File: src/rtl/trap_pkg.sv
package trap_pkg;

  typedef enum logic [1:0] {
    SEG_HIGH = 2'd0,
    SEG_FALL = 2'd1,
    SEG_LOW  = 2'd2,
    SEG_RISE = 2'd3
  } segment_e;

  // strobes from control to datapath, valid for the coming clock edge
  typedef struct packed {
    logic idle;      // parked: follow the low level, resample settings
    logic capture;   // high plateau begins: take new settings
    logic stepDown;  // move one step toward the low level
    logic stepUp;    // move one step toward the high level
    logic lastStep;  // this step must land exactly on the target
  } ctrl_strobes_t;

endpackage

File: src/rtl/trap_ctrl.sv
module trap_ctrl
  import trap_pkg::*;
#(
  parameter int LEN_W      = 16,
  parameter int EDGE_STEPS = 16
) (
  input  logic             clk,
  input  logic             rst,
  input  logic             enable,
  input  logic [LEN_W-1:0] highLen,
  input  logic [LEN_W-1:0] lowLen,
  output ctrl_strobes_t    strobes,
  output segment_e         segState
);

  localparam int EDGE_W = $clog2(EDGE_STEPS) + 1;
  localparam int CNT_W  = (LEN_W > EDGE_W) ? LEN_W : EDGE_W;

  segment_e         segQ, segD;
  logic [CNT_W-1:0] cntQ, cntD;
  logic [LEN_W-1:0] hiLenQ, loLenQ;
  logic [LEN_W-1:0] hiLast, loLast;
  logic             edgeLast, edgePenult;

  // zero length behaves as a single cycle
  assign hiLast     = (hiLenQ == '0) ? '0 : hiLenQ - 1'b1;
  assign loLast     = (loLenQ == '0) ? '0 : loLenQ - 1'b1;
  assign edgeLast   = (cntQ == CNT_W'(EDGE_STEPS - 1));
  assign edgePenult = (cntQ == CNT_W'(EDGE_STEPS - 2));

  always_comb begin
    segD    = segQ;
    cntD    = cntQ + 1'b1;
    strobes = '0;
    if (!enable) begin
      segD         = SEG_LOW;
      cntD         = '0;
      strobes.idle = 1'b1;
    end else begin
      case (segQ)
        SEG_HIGH: begin
          if (cntQ == CNT_W'(hiLast)) begin
            segD             = SEG_FALL;
            cntD             = '0;
            strobes.stepDown = 1'b1;
          end
        end
        SEG_FALL: begin
          if (edgeLast) begin
            segD = SEG_LOW;
            cntD = '0;
          end else begin
            strobes.stepDown = 1'b1;
            strobes.lastStep = edgePenult;
          end
        end
        SEG_LOW: begin
          if (cntQ == CNT_W'(loLast)) begin
            segD           = SEG_RISE;
            cntD           = '0;
            strobes.stepUp = 1'b1;
          end
        end
        default: begin
          if (edgeLast) begin
            segD            = SEG_HIGH;
            cntD            = '0;
            strobes.capture = 1'b1;
          end else begin
            strobes.stepUp   = 1'b1;
            strobes.lastStep = edgePenult;
          end
        end
      endcase
    end
  end

  always_ff @(posedge clk) begin
    if (rst) begin
      segQ   <= SEG_LOW;
      cntQ   <= '0;
      hiLenQ <= '0;
      loLenQ <= '0;
    end else begin
      segQ <= segD;
      cntQ <= cntD;
      if (strobes.idle || strobes.capture) begin
        hiLenQ <= highLen;
        loLenQ <= lowLen;
      end
    end
  end

  assign segState = segQ;

endmodule

File: src/rtl/trap_datapath.sv
module trap_datapath
  import trap_pkg::*;
#(
  parameter int CODE_W     = 16,
  parameter int EDGE_STEPS = 16
) (
  input  logic              clk,
  input  logic              rst,
  input  ctrl_strobes_t     strobes,
  input  logic [CODE_W-1:0] highLevel,
  input  logic [CODE_W-1:0] lowLevel,
  output logic [CODE_W-1:0] dacCode
);

  localparam int STEP_SHIFT = $clog2(EDGE_STEPS);

  logic [CODE_W-1:0]        latHigh, latLow, codeQ;
  logic signed [CODE_W:0]   stepQ, stepNew, span;
  logic [CODE_W-1:0]        upCode, downCode;

  assign span = $signed({1'b0, highLevel}) - $signed({1'b0, lowLevel});

  generate
    if ((1 << STEP_SHIFT) == EDGE_STEPS) begin : g_shift
      assign stepNew = span >>> STEP_SHIFT;
    end else begin : g_divide
      localparam logic signed [CODE_W:0] DIVISOR = EDGE_STEPS;
      assign stepNew = span / DIVISOR;
    end
  endgenerate

  assign upCode   = CODE_W'($signed({1'b0, codeQ}) + stepQ);
  assign downCode = CODE_W'($signed({1'b0, codeQ}) - stepQ);

  always_ff @(posedge clk) begin
    if (rst) begin
      latHigh <= '0;
      latLow  <= '0;
      stepQ   <= '0;
      codeQ   <= '0;
    end else if (strobes.idle || strobes.capture) begin
      latHigh <= highLevel;
      latLow  <= lowLevel;
      stepQ   <= stepNew;
      codeQ   <= strobes.capture ? highLevel : lowLevel;
    end else if (strobes.stepDown) begin
      codeQ <= strobes.lastStep ? latLow : downCode;
    end else if (strobes.stepUp) begin
      codeQ <= strobes.lastStep ? latHigh : upCode;
    end
  end

  assign dacCode = codeQ;

endmodule

File: src/rtl/trapezoid_sequencer.sv
module trapezoid_sequencer
  import trap_pkg::*;
#(
  parameter int CODE_W     = 16,
  parameter int LEN_W      = 16,
  parameter int EDGE_STEPS = 16
) (
  input  logic              clk,
  input  logic              rst,
  input  logic              enable,
  input  logic [CODE_W-1:0] highLevel,
  input  logic [CODE_W-1:0] lowLevel,
  input  logic [LEN_W-1:0]  highLen,
  input  logic [LEN_W-1:0]  lowLen,
  output logic [CODE_W-1:0] dacCode,
  output logic [1:0]        segment
);

  ctrl_strobes_t strobes;
  segment_e      segState;

  trap_ctrl #(.LEN_W(LEN_W), .EDGE_STEPS(EDGE_STEPS)) u_ctrl (
    .clk      (clk),
    .rst      (rst),
    .enable   (enable),
    .highLen  (highLen),
    .lowLen   (lowLen),
    .strobes  (strobes),
    .segState (segState)
  );

  trap_datapath #(.CODE_W(CODE_W), .EDGE_STEPS(EDGE_STEPS)) u_dp (
    .clk       (clk),
    .rst       (rst),
    .strobes   (strobes),
    .highLevel (highLevel),
    .lowLevel  (lowLevel),
    .dacCode   (dacCode)
  );

  assign segment = segState;

endmodule

File: config.mk
export PLATFORM = sky130hd
export DESIGN_NAME = trapezoid_sequencer
export DESIGN_NICKNAME = d
export VERILOG_FILES = /design/src/rtl/trap_pkg.sv /design/src/rtl/trap_ctrl.sv /design/src/rtl/trap_datapath.sv /design/src/rtl/trapezoid_sequencer.sv
export SDC_FILE = /design/constraint.sdc
export NUM_CORES = 1
export LEC_CHECK = 0
export BUFFER_PORTS_ARGS = -buffer_cell sky130_fd_sc_hd__buf_2
export CORE_ASPECT_RATIO = 1.2
export CORE_MARGIN = 2
export CORE_UTILIZATION = 55
export CTS_CLUSTER_SIZE = 24
export DETAILED_ROUTE_END_ITERATION = 7
export PLACE_DENSITY = 0.77
export SLEW_MARGIN = 15
export SYNTH_ARGS = -nofsm -noshare
export SYNTH_HDL_FRONTEND = slang
export SYNTH_SLANG_ARGS = --single-unit
File: constraint.sdc
create_clock -name clk -period 3.2 [get_ports clk]
set_input_delay 0.64 -clock clk [delete_from_list [all_inputs] [get_ports clk]]
set_output_delay 0.64 -clock clk [all_outputs]
set_load 0.05 [all_outputs]
==> results of run 1 <==
[cell type report]
cell class,count,area [um^2],share of cell area
tap,204,255.2,0.02562
multi-input combinational,877,5851,0.5872
inverter,56,210.2,0.02110
clock inverter,4,72.57,0.007284
timing repair buffer,161,1117,0.1121
sequential,111,2228,0.2237
clock buffer,10,229.0,0.02298
[metrics by stage]
| step | hold slack (ps) | power, mW | util | setup TNS, ps |
|---|---|---|---|---|
| floorplan | 426.7 | 2.490 | - | -322.9 |
| global placement | 435.6 | 2.810 | 0.6217 | -57.06 |
| detailed placement | 442.6 | 2.828 | 0.6217 | -482.3 |
| CTS | 450.3 | 4.034 | 0.6442 | 0 |
| global route | 478.4 | 4.301 | 0.6688 | -2575 |
| finish | 451.3 | 4.108 | 0.6688 | -29.25 |
[tightest hold or removal path: stages, from the launching register on]
cell     delay (ps)
dfxtp_1         310
nand2_1          50
a21oi_1          50
[path summary, 6_finish.rpt]
check                                              startpoint  cells past startpoint                            end
worst max-delay path            u_ctrl.loLenQ[8]$_SDFFE_PP0N_                     12  u_dp.dacCode[13]$_SDFFE_PP0P_
worst min-delay path             u_dp.latLow[11]$_SDFFE_PP0N_                      2   u_dp.latLow[11]$_SDFFE_PP0N_
worst max register to register  u_ctrl.loLenQ[8]$_SDFFE_PP0N_                     12  u_dp.dacCode[13]$_SDFFE_PP0P_
worst min register to register   u_dp.latLow[11]$_SDFFE_PP0N_                      2   u_dp.latLow[11]$_SDFFE_PP0N_
[state kept, by name, indices dropped and copies added, names as in the netlist]
register         count
u_dp.latHigh        16
u_ctrl.segState      2
u_dp.stepQ          13
u_ctrl.hiLenQ       16
u_dp.latLow         16
u_ctrl.cntQ         16
u_ctrl.loLenQ       16
u_dp.dacCode        16
[logic make-up after synthesis]
group / Yosys count / share of synthesized area
multiplexers: 14 / 0.01744
adder cells (fa/ha/maj): 56 / 0.08599
AO/OA/AOI/OAI: 281 / 0.2250
flip-flops: 111 / 0.2670
buffers and inverters: 134 / 0.06494
XOR/XNOR: 75 / 0.08058
AND/OR/NAND/NOR: 451 / 0.2590
[per-layer routing]
metal,track usage,vias to the layer above,wire [um]
met5,0,-,0
met2,0.5098,268,12270
met3,0.04065,46,1245
li1,-,4103,-
met4,0.1109,0,631
met1,0.3596,3985,9819
[power by group through the flow]
stage | clock network, mW | logic, mW | registers (mW)
5_1_grt | 1.26 | 1.49 | 1.55
3_3_place_gp | 0 | 1.24 | 1.57
4_1_cts | 1.22 | 1.27 | 1.54
6_report | 1.21 | 1.35 | 1.55
3_5_place_dp | 0 | 1.26 | 1.57
2_1_floorplan | 0 | 0.877 | 1.61
[timing repair]
action                     CTS  global route
cloned                       0             3
buffers inserted             0             9
pin swaps                    2            24
setup endpoints to repair   14            34
resized for setup            5            61
[placed cells by master, fill, tap and decap left out, drive strengths merged, types with 26 or more instances in the layout]
master  count
xor2       26
nand3      30
xnor2      48
nor2       93
a21oi     123
o21ai      37
dfxtp     111
nor3       28
ha         54
inv        56
buf       158
nand2     195
==> flow_metrics.env, run 1 <==
export IMPL_routed_via_density=5.904
export IMPL_run_status="complete, but fails checks"
export IMPL_ant_nets=0
export IMPL_cpMostUsedCell="or3_4"
export IMPL_cap_violations=0
export IMPL_fillers=1285
export IMPL_netlist_cell_type_count=81
export IMPL_die_height_um=138.8
export IMPL_ios=85
export IMPL_yosys_top_cells_area="dfxtp_1 (27%), nand2_1 (8.7%), ha_1 (8.1%)"
export IMPL_synth_warnings=0
export IMPL_nets=1339
export IMPL_htree_levels=3
export IMPL_drc=0
export IMPL_place_detailed_hpwl_um=16910
export IMPL_antenna_cells=0
export IMPL_drt_wl_total_um=23970
export IMPL_avgSynthCellArea_um2=7.418
export IMPL_rows=49
export IMPL_layout_cells_non_filler=1423
export IMPL_synth_most_common_cell="nand2_1"
export IMPL_rsz0062_at_grt="true"
export IMPL_sw_frac_of_total=0.3394
export IMPL_drt_initial_drc_count=591
export IMPL_max_freq_ghz=0.3097
export IMPL_overflow=0
export IMPL_synth_top_area_cell="dfxtp_1"
export IMPL_slowest_stage="or4_4"
export IMPL_endpoint_kind="register"
export IMPL_cts_buffers_inserted=9
export IMPL_post_route_period_util=1.009
export IMPL_leakagePower_nw=4.158
export IMPL_synth_seq_cells=111
export IMPL_syn_nets=1245
export IMPL_rrSetupSlack_ps=-30
export IMPL_grt_pass1_wl_um=38380
export IMPL_yosysTopAreaCellShare=0.2670
export IMPL_hp_class="register to register"
export IMPL_port_buffers=84
export IMPL_p_int_mw=2.714
export IMPL_grt_max_degree=85
export IMPL_drive_above_1_share=0.2125
export IMPL_cts_tree="yes"
export IMPL_crit_buf_inv=2
export IMPL_dpl_worst_slack_ps=-85.31
export IMPL_drv_slew=0
export IMPL_vias=8402
export IMPL_grt_pass1_vias=7968
export IMPL_critPathKind="register to register"
export IMPL_cts_buffer_depth=2
export IMPL_synthTopCellsByCount="nand2_1 (194), a21oi_1 (123), dfxtp_1 (111)"
export IMPL_dieArea_um2=16140
export IMPL_synth_ff_type="dfxtp_1"
export IMPL_finClkSkew_ps=8.286
export IMPL_path_cells="or4_4 -> or3_4 -> or3_4 -> mux2i_1 -> a211oi_1 -> nand4b_1 -> a2111oi_4 -> or3_4 -> buf_12 -> buf_12 -> nor2_4 -> a311oi_2"
export IMPL_yosysSeqAreaShare=0.2670
export IMPL_syn_area_um2=8323
export IMPL_peakVddDrop_mv=0.2607
export IMPL_worstPathRequired_ps=3480
export IMPL_coreArea_um2=14900
export IMPL_path_delay_family="simple AND/OR/NAND/NOR gates"
export IMPL_netlist_instances=1122
export IMPL_antenna_found_initial=0
export IMPL_fin_crit_ps=3229
export IMPL_ctsRootBufferMaster="clkbuf_16"
export IMPL_crit_path_start_kind="register"
export IMPL_synthArstFlopShare=0
export IMPL_wl_per_cell_um=16.85
export IMPL_worstPathMaxFanout=7
export IMPL_powerDensity_nw_per_um2=412.3
export IMPL_p_switching_mw=1.394
export IMPL_syn2layout_area_growth_pct=19.71
export IMPL_die_w_um=116.3
export IMPL_drt_pre_antenna_iters=5
export IMPL_synth_edf_count=0
export IMPL_dpl_cell_area_um2=9263
export IMPL_fin_area_um2=9963
export IMPL_worstPathArrival_ps=3510
export IMPL_gp_congestion=0.9200
export IMPL_max_stage_delay_ps=530
export IMPL_dp_cells=1397
export IMPL_p_clk_frac=0.295
export IMPL_clk_latency_ps=360
export IMPL_hold_viol_final=0
export IMPL_clkSinkCount=111
export IMPL_worstMarginPinSlew_ps=538.7
export IMPL_setup_violations=1
export IMPL_combPwrFrac=0.328
export IMPL_clk_pin_slew_ps=70
export IMPL_postCtsHoldBufs=0
export IMPL_violations="setup timing"
export IMPL_grt_usage=0.2923
export IMPL_sequentialPowerShare=0.377
export IMPL_relSlewSlack=0.6409
export IMPL_start_util=0.5587
export IMPL_worst_slack_ps=-29.25
Note: power is estimated with default switching activity, not from simulation.
==> inputs of run 2 (changes only) <==
--- a/config.mk
+++ b/config.mk
@@ -7,11 +7,12 @@
 export LEC_CHECK = 0
 export BUFFER_PORTS_ARGS = -buffer_cell sky130_fd_sc_hd__buf_2
 export CORE_ASPECT_RATIO = 1.2
-export CORE_MARGIN = 2
+export CORE_MARGIN = 5
 export CORE_UTILIZATION = 55
 export CTS_CLUSTER_SIZE = 24
 export DETAILED_ROUTE_END_ITERATION = 7
 export PLACE_DENSITY = 0.77
+export SKIP_LAST_GASP = 1
 export SLEW_MARGIN = 15
 export SYNTH_ARGS = -nofsm -noshare
 export SYNTH_HDL_FRONTEND = slang
==> run 2 against run 1 <==
Net effect: the run still ends with setup timing left; register-to-register slack worse by 30 ps; via count down 0.69%; sequential cell count unchanged; clock skew down 0.72 ps; setup slack worse by 28 ps; worst hold slack better by 0.79 ps; sequential share of layout area about the same; combinational power about the same; final cell count down 0.14%; largest power group unchanged.
==> flow_metrics.env, run 2 (synthesis gave the netlist of run 1 again) <==
export IMPL_cap_violations=0
export IMPL_max_stage_delay_ps=530
export IMPL_vias=8344
export IMPL_worstPathMaxFanout=6
export IMPL_cts_buffers_inserted=9
export IMPL_grt_usage=0.2634
export IMPL_wl_per_cell_um=16.91
export IMPL_p_clk_frac=0.295
export IMPL_leakagePower_nw=4.149
export IMPL_max_freq_ghz=0.3070
export IMPL_setup_violations=12
export IMPL_drt_wl_total_um=24030
export IMPL_worst_slack_ps=-57.07
export IMPL_antenna_cells=0
export IMPL_ctsRootBufferMaster="clkbuf_16"
export IMPL_relSlewSlack=0.5529
export IMPL_drt_pre_antenna_iters=6
export IMPL_sequentialPowerShare=0.378
export IMPL_cts_buffer_depth=2
export IMPL_met2_usage=0.4887
export IMPL_cpMostUsedCell="or3_4"
export IMPL_hp_class="register to register"
export IMPL_endpoint_kind="register"
export IMPL_drt_initial_drc_count=546
export IMPL_final_cell_mix="nand2_1 (190), a21oi_1 (119), dfxtp_1 (106)"
export IMPL_critPathKind="register to register"
export IMPL_nets=1336
export IMPL_routed_via_density=5.872
export IMPL_overflow=0
export IMPL_whs_ps=452.1
export IMPL_final_core_util=0.6683
export IMPL_post_route_period_util=1.018
export IMPL_grt_pass1_wl_um=37670
export IMPL_die_height_um=144.8
export IMPL_final_common_cell="nand2_1"
export IMPL_peakVddDrop_mv=0.2468
export IMPL_worstPathRequired_ps=3470
export IMPL_crit_path_start_kind="register"
export IMPL_run_status="complete, but fails checks"
export IMPL_drive_above_1_share=0.2071
export IMPL_dpl_worst_slack_ps=-119.2
export IMPL_met3_usage=0.03383
export IMPL_rows=49
export IMPL_p_int_mw=2.724
export IMPL_coreArea_um2=14900
export IMPL_worstMarginPinSlew_ps=670.7
export IMPL_port_buffers=84
export IMPL_ant_nets=0
export IMPL_busiest_layer="met2"
export IMPL_finClkSkew_ps=7.569
export IMPL_htree_levels=3
export IMPL_fin_crit_ps=3257
export IMPL_antenna_found_initial=0
export IMPL_start_util=0.5587
export IMPL_drc=0
export IMPL_use_met1=0.3072
export IMPL_hold_viol_final=0
export IMPL_combPwrFrac=0.327
export IMPL_worstPathArrival_ps=3530
export IMPL_grt_max_degree=85
export IMPL_dieArea_um2=17700
export IMPL_setup_tns_ps=-296.9
export IMPL_clk_latency_ps=360
export IMPL_path_cells="or4_4 -> or3_4 -> or3_4 -> mux2i_1 -> a211oi_2 -> nand4b_1 -> a2111oi_4 -> or3_4 -> clkbuf_16 -> buf_12 -> nor2_4 -> a311oi_2"
export IMPL_fin_area_um2=9956
export IMPL_clkSinkCount=111
export IMPL_gp_congestion=0.9114
export IMPL_violations="setup timing"
export IMPL_drv_slew=0
export IMPL_grt_pass1_vias=7768
export IMPL_clk_pin_slew_ps=70
export IMPL_place_detailed_hpwl_um=17370
export IMPL_rsz0062_at_grt="true"
export IMPL_postCtsHoldBufs=0
export IMPL_die_w_um=122.3
export IMPL_cts_tree="yes"
export IMPL_p_switching_mw=1.375
export IMPL_dpl_cell_area_um2=9308
export IMPL_powerDensity_nw_per_um2=411.8
export IMPL_slowest_stage="or4_4"
export IMPL_sw_frac_of_total=0.3355
export IMPL_syn2layout_area_growth_pct=19.62
export IMPL_ios=85
run 2: layout make-up:
class | count | area, um^2
fill | 1282 | 4942
clock inverter | 3 | 68.82
multi-input combinational | 877 | 5836
inverter | 56 | 210.2
timing repair buffer | 158 | 1121
sequential | 111 | 2228
clock buffer | 12 | 236.5
tap | 204 | 255.2
run 2: layer usage:
metal	part of all wire	wire length [um]	up-vias
met5	0	0	-
met4	0.030	717	0
met3	0.050	1211	65
met2	0.51	12340	275
met1	0.41	9757	3898
li1	-	-	4106
run 2: power by group through the flow:
stage                     Clock, mW  Combinational (mW)  Sequential, mW
after CTS                      1.22                1.28            1.54
after global placement            0                1.25            1.57
after detailed placement          0                1.26            1.58
final                          1.21                1.34            1.55
after floorplan                   0               0.877            1.61
after global routing           1.27                1.47            1.56
run 2: final timing paths:
path | from | end | slack [ps] | depth (start not counted)
min | u_dp.latLow[0]$_SDFFE_PP0N_ | u_dp.latLow[0]$_SDFFE_PP0N_ | 450 | 2
min reg2reg | u_dp.latLow[0]$_SDFFE_PP0N_ | u_dp.latLow[0]$_SDFFE_PP0N_ | 450 | 2
max reg2reg | u_ctrl.loLenQ[8]$_SDFFE_PP0N_ | u_dp.dacCode[3]$_SDFFE_PP0P_ | -60 | 12
max | u_ctrl.loLenQ[8]$_SDFFE_PP0N_ | u_dp.dacCode[3]$_SDFFE_PP0P_ | -60 | 12
run 2: stage by stage:
stage / instances / power (mW)
after CTS: 1413 / 4.042
after global routing: 1421 / 4.307
after floorplan: 1122 / 2.490
after detailed placement: 1398 / 2.838
final: 1421 / 4.100
after global placement: 1398 / 2.818
run 2: repair_timing:
item                       in CTS  in global routing
cloned                          0                  2
resized for setup               4                 53
setup endpoints to repair      21                 34
buffers inserted                0                  6
pin swaps                       4                 32
run 2: worst max-delay path, delay by kind of cell, from the launching register on:
| family | cells | cell delay, ps |
|---|---|---|
| mux | 1 | 140 |
| flops | 1 | 320 |
| buf+inv | 2 | 260 |
| compound gates | 3 | 780 |
| simple gates | 6 | 1670 |
==> inputs of run 3 (changes only) <==
--- a/config.mk
+++ b/config.mk
@@ -16,4 +16,5 @@
 export SLEW_MARGIN = 15
 export SYNTH_ARGS = -nofsm -noshare
 export SYNTH_HDL_FRONTEND = slang
+export SYNTH_HIERARCHICAL = 1
 export SYNTH_SLANG_ARGS = --single-unit
==> run 3 against run 2 <==
Net effect: worst hold slack about the same; area after synthesis up 3.6%; highest routed layer unchanged; combinational power up 7%; the run still ends with setup timing left; clock power about the same; critical path type unchanged.
==> flow_metrics.env, run 3 <==
export IMPL_cts_buffers_inserted=9
export IMPL_synth_warnings=6
export IMPL_final_common_cell="nand2_1"
export IMPL_path_cells="nor4_2 -> buf_4 -> nand4_1 -> or3_1 -> xnor2_1 -> mux2i_1 -> a21oi_1 -> nand4_1 -> a2bb2oi_2 -> nor2_4 -> buf_12 -> buf_6 -> nor3b_1 -> a21oi_1 -> or3_1 -> a311o_1 -> a221oi_2"
export IMPL_max_stage_delay_ps=410
export IMPL_drt_pre_antenna_iters=7
export IMPL_yosysSeqAreaShare=0.2578
export IMPL_reg2reg_depth=17
export IMPL_worstMarginPinSlew_ps=734.9
export IMPL_antenna_found_initial=0
export IMPL_worstPathRequired_ps=3470
export IMPL_postCtsHoldBufs=0
export IMPL_combPwrFrac=0.343
export IMPL_ios=85
export IMPL_netlist_cell_type_count=86
export IMPL_synthTopCellsByCount="nand2_1 (209), a21oi_1 (136), dfxtp_1 (111)"
export IMPL_gp_congestion=0.9388
export IMPL_slowest_stage="or3_1"
export IMPL_die_w_um=124.3
export IMPL_worstPathArrival_ps=4000
export IMPL_drv_slew=0
export IMPL_powerDensity_nw_per_um2=380.9
export IMPL_cts_buffer_depth=2
export IMPL_drt_wl_total_um=27050
export IMPL_crit_buf_inv=3
export IMPL_synth_ff_type="dfxtp_1"
export IMPL_fin_crit_ps=3735
export IMPL_clk_latency_ps=350
export IMPL_relSlewSlack=0.5089
export IMPL_synth_seq_cells=111
export IMPL_p_clk_frac=0.290
export IMPL_synth_edf_count=0
export IMPL_p_int_mw=2.762
export IMPL_synth_top_area_cell="dfxtp_1"
export IMPL_yosysTopAreaCellShare=0.2578
export IMPL_drive_above_1_share=0.2588
export IMPL_hold_viol_final=0
export IMPL_r2r_start="u_ctrl/hiLenQ[7]$_SDFFE_PP0P_"
export IMPL_antenna_cells=0
export IMPL_place_detailed_hpwl_um=19460
export IMPL_r2r_end="u_dp/dacCode[3]$_SDFFE_PP0P_"
export IMPL_routed_via_density=5.989
export IMPL_violations="setup timing"
export IMPL_grt_pass1_vias=8898
export IMPL_critPathKind="register to register"
export IMPL_yosys_top_cells_area="dfxtp_1 (26%), nand2_1 (9.1%), a21oi_1 (7.9%)"
export IMPL_max_freq_ghz=0.2678
export IMPL_setup_violations=24
export IMPL_hold_depth=2
export IMPL_htree_levels=3
export IMPL_syn2layout_area_growth_pct=27.90
export IMPL_hold_path_end="u_dp/latHigh[15]$_SDFFE_PP0N_"
export IMPL_path_delay_family="simple AND/OR/NAND/NOR gates"
export IMPL_hp_class="register to register"
export IMPL_grt_max_degree=65
export IMPL_run_status="complete, but fails checks"
export IMPL_dpl_worst_slack_ps=-567.3
export IMPL_hp_start="u_dp/latHigh[15]$_SDFFE_PP0N_"
export IMPL_drt_initial_drc_count=730
export IMPL_post_route_period_util=1.167
export IMPL_coreArea_um2=15510
export IMPL_final_cell_mix="nand2_1 (205), a21oi_1 (131), buf_4 (130)"
export IMPL_sw_frac_of_total=0.3423
export IMPL_synthArstFlopShare=0
export IMPL_leakagePower_nw=4.710
export IMPL_rows=50
export IMPL_grt_usage=0.2797
export IMPL_final_core_util=0.7106
export IMPL_clk_pin_slew_ps=80
export IMPL_syn_nets=1307
export IMPL_clkSinkCount=111
export IMPL_endpoint_kind="register"
export IMPL_avgSynthCellArea_um2=7.281
export IMPL_worst_slack_ps=-534.7
export IMPL_netlist_instances=1184
export IMPL_sequentialPowerShare=0.368
export IMPL_rrSetupSlack_ps=-530
export IMPL_syn_area_um2=8621
export IMPL_start_util=0.5556
export IMPL_synth_most_common_cell="nand2_1"
export IMPL_drc=0
export IMPL_grt_pass1_wl_um=43100
export IMPL_fillers=1297
export IMPL_crit_path_start_kind="register"
export IMPL_finClkSkew_ps=9.233
export IMPL_cap_violations=0
export IMPL_ant_nets=0
export IMPL_nets=1475
export IMPL_wl_per_cell_um=17.30
export IMPL_ctsRootBufferMaster="clkbuf_16"
export IMPL_overflow=0
export IMPL_vias=9367
export IMPL_peakVddDrop_mv=0.2608
export IMPL_dieArea_um2=18290
export IMPL_port_buffers=84
export IMPL_die_height_um=147.1
export IMPL_worstPathMaxFanout=7
export IMPL_cts_tree="yes"
export IMPL_total_power_mw=4.199
export IMPL_p_switching_mw=1.437
export IMPL_rsz0062_at_grt="true"
## run 3: changes by cell type after synthesis, sizes merged, moves of 11 or more
cell,before,now
a211oi,6,19
inv,56,67
a311oi,13,1
a21oi,123,137
nand2,195,209
## run 3: layout make-up
cell class                 instances  area [um^2]  share of cell area
multi-input combinational        932         6280              0.5696
sequential                       111         2230              0.2022
tap                              208        260.3             0.02360
timing repair buffer             231         1685              0.1529
clock buffer                      10        229.0             0.02077
clock inverter                     5        81.33            0.007376
inverter                          67        260.3             0.02360
## run 3: worst max path at each step
stage	from	end	slack, ps	cells after the start
2_1_floorplan	u_ctrl/loLenQ[0]$_SDFFE_PP0P_	u_dp/dacCode[15]$_SDFFE_PP0P_	-400	22
3_3_place_gp	u_ctrl/hiLenQ[15]$_SDFFE_PP0P_	u_dp/dacCode[9]$_SDFFE_PP0P_	-470	15
3_5_place_dp	u_ctrl/hiLenQ[15]$_SDFFE_PP0P_	u_dp/dacCode[9]$_SDFFE_PP0P_	-570	15
4_1_cts	u_ctrl/hiLenQ[0]$_SDFFE_PP0P_	u_dp/dacCode[2]$_SDFFE_PP0P_	-550	19
5_1_grt	u_ctrl/hiLenQ[4]$_SDFFE_PP0P_	u_dp/dacCode[3]$_SDFFE_PP0P_	-710	16
6_report	u_ctrl/hiLenQ[7]$_SDFFE_PP0P_	u_dp/dacCode[3]$_SDFFE_PP0P_	-530	17
## run 3: worst min-delay path, stage by stage, from the launching register on
cell	delay, ps
dfxtp_1	310
nand2_1	50
a21oi_1	50
## run 3: metrics by stage
| stage | cells | instance area [um^2] | setup TNS [ps] | hold slack, ps |
|---|---|---|---|---|
| finish | 1564 | 11030 | -6955 | 452.0 |
| detailed placement | 1529 | 10230 | -7653 | 443.5 |
| CTS | 1555 | 10710 | -7451 | 453.5 |
| global placement | 1529 | 10230 | -6191 | 437.0 |
| floorplan | 1184 | 8866 | -3791 | 427.3 |
| global route | 1564 | 11030 | -11990 | 470.4 |
## run 3: kinds of logic after synthesis
group	share of synthesized area
and+or+nand+nor	0.2643
DFF	0.2578
adders and majority gates	0.08302
xor gates and xnor gates	0.07112
buffers and inverters	0.06415
AOI/OAI and AO/OA	0.2350
muxes	0.02467
## run 3: timing repair
item                                    CTS  global route
endpoints found under the setup margin   16            35
setup buffers                            11             8
cloned                                    0             1
gates resized for setup                  22            56
pin swaps                                20            39
## run 3: power by group through the flow
| stage | clock [mW] | sequential (mW) | combinational, mW |
|---|---|---|---|
| floorplan | 0 | 1.61 | 0.874 |
| global placement | 0 | 1.57 | 1.31 |
| detailed placement | 0 | 1.57 | 1.33 |
| CTS | 1.24 | 1.54 | 1.35 |
| global route | 1.31 | 1.55 | 1.57 |
| finish | 1.22 | 1.54 | 1.44 |
## run 3: metal layers
metal,GRT usage,part of all wire,up-vias
li1,-,-,4524
met1,0.3317,0.40,4386
met2,0.5097,0.51,388
met3,0.03564,0.057,69
met4,0.1113,0.034,0
met5,0,0,-
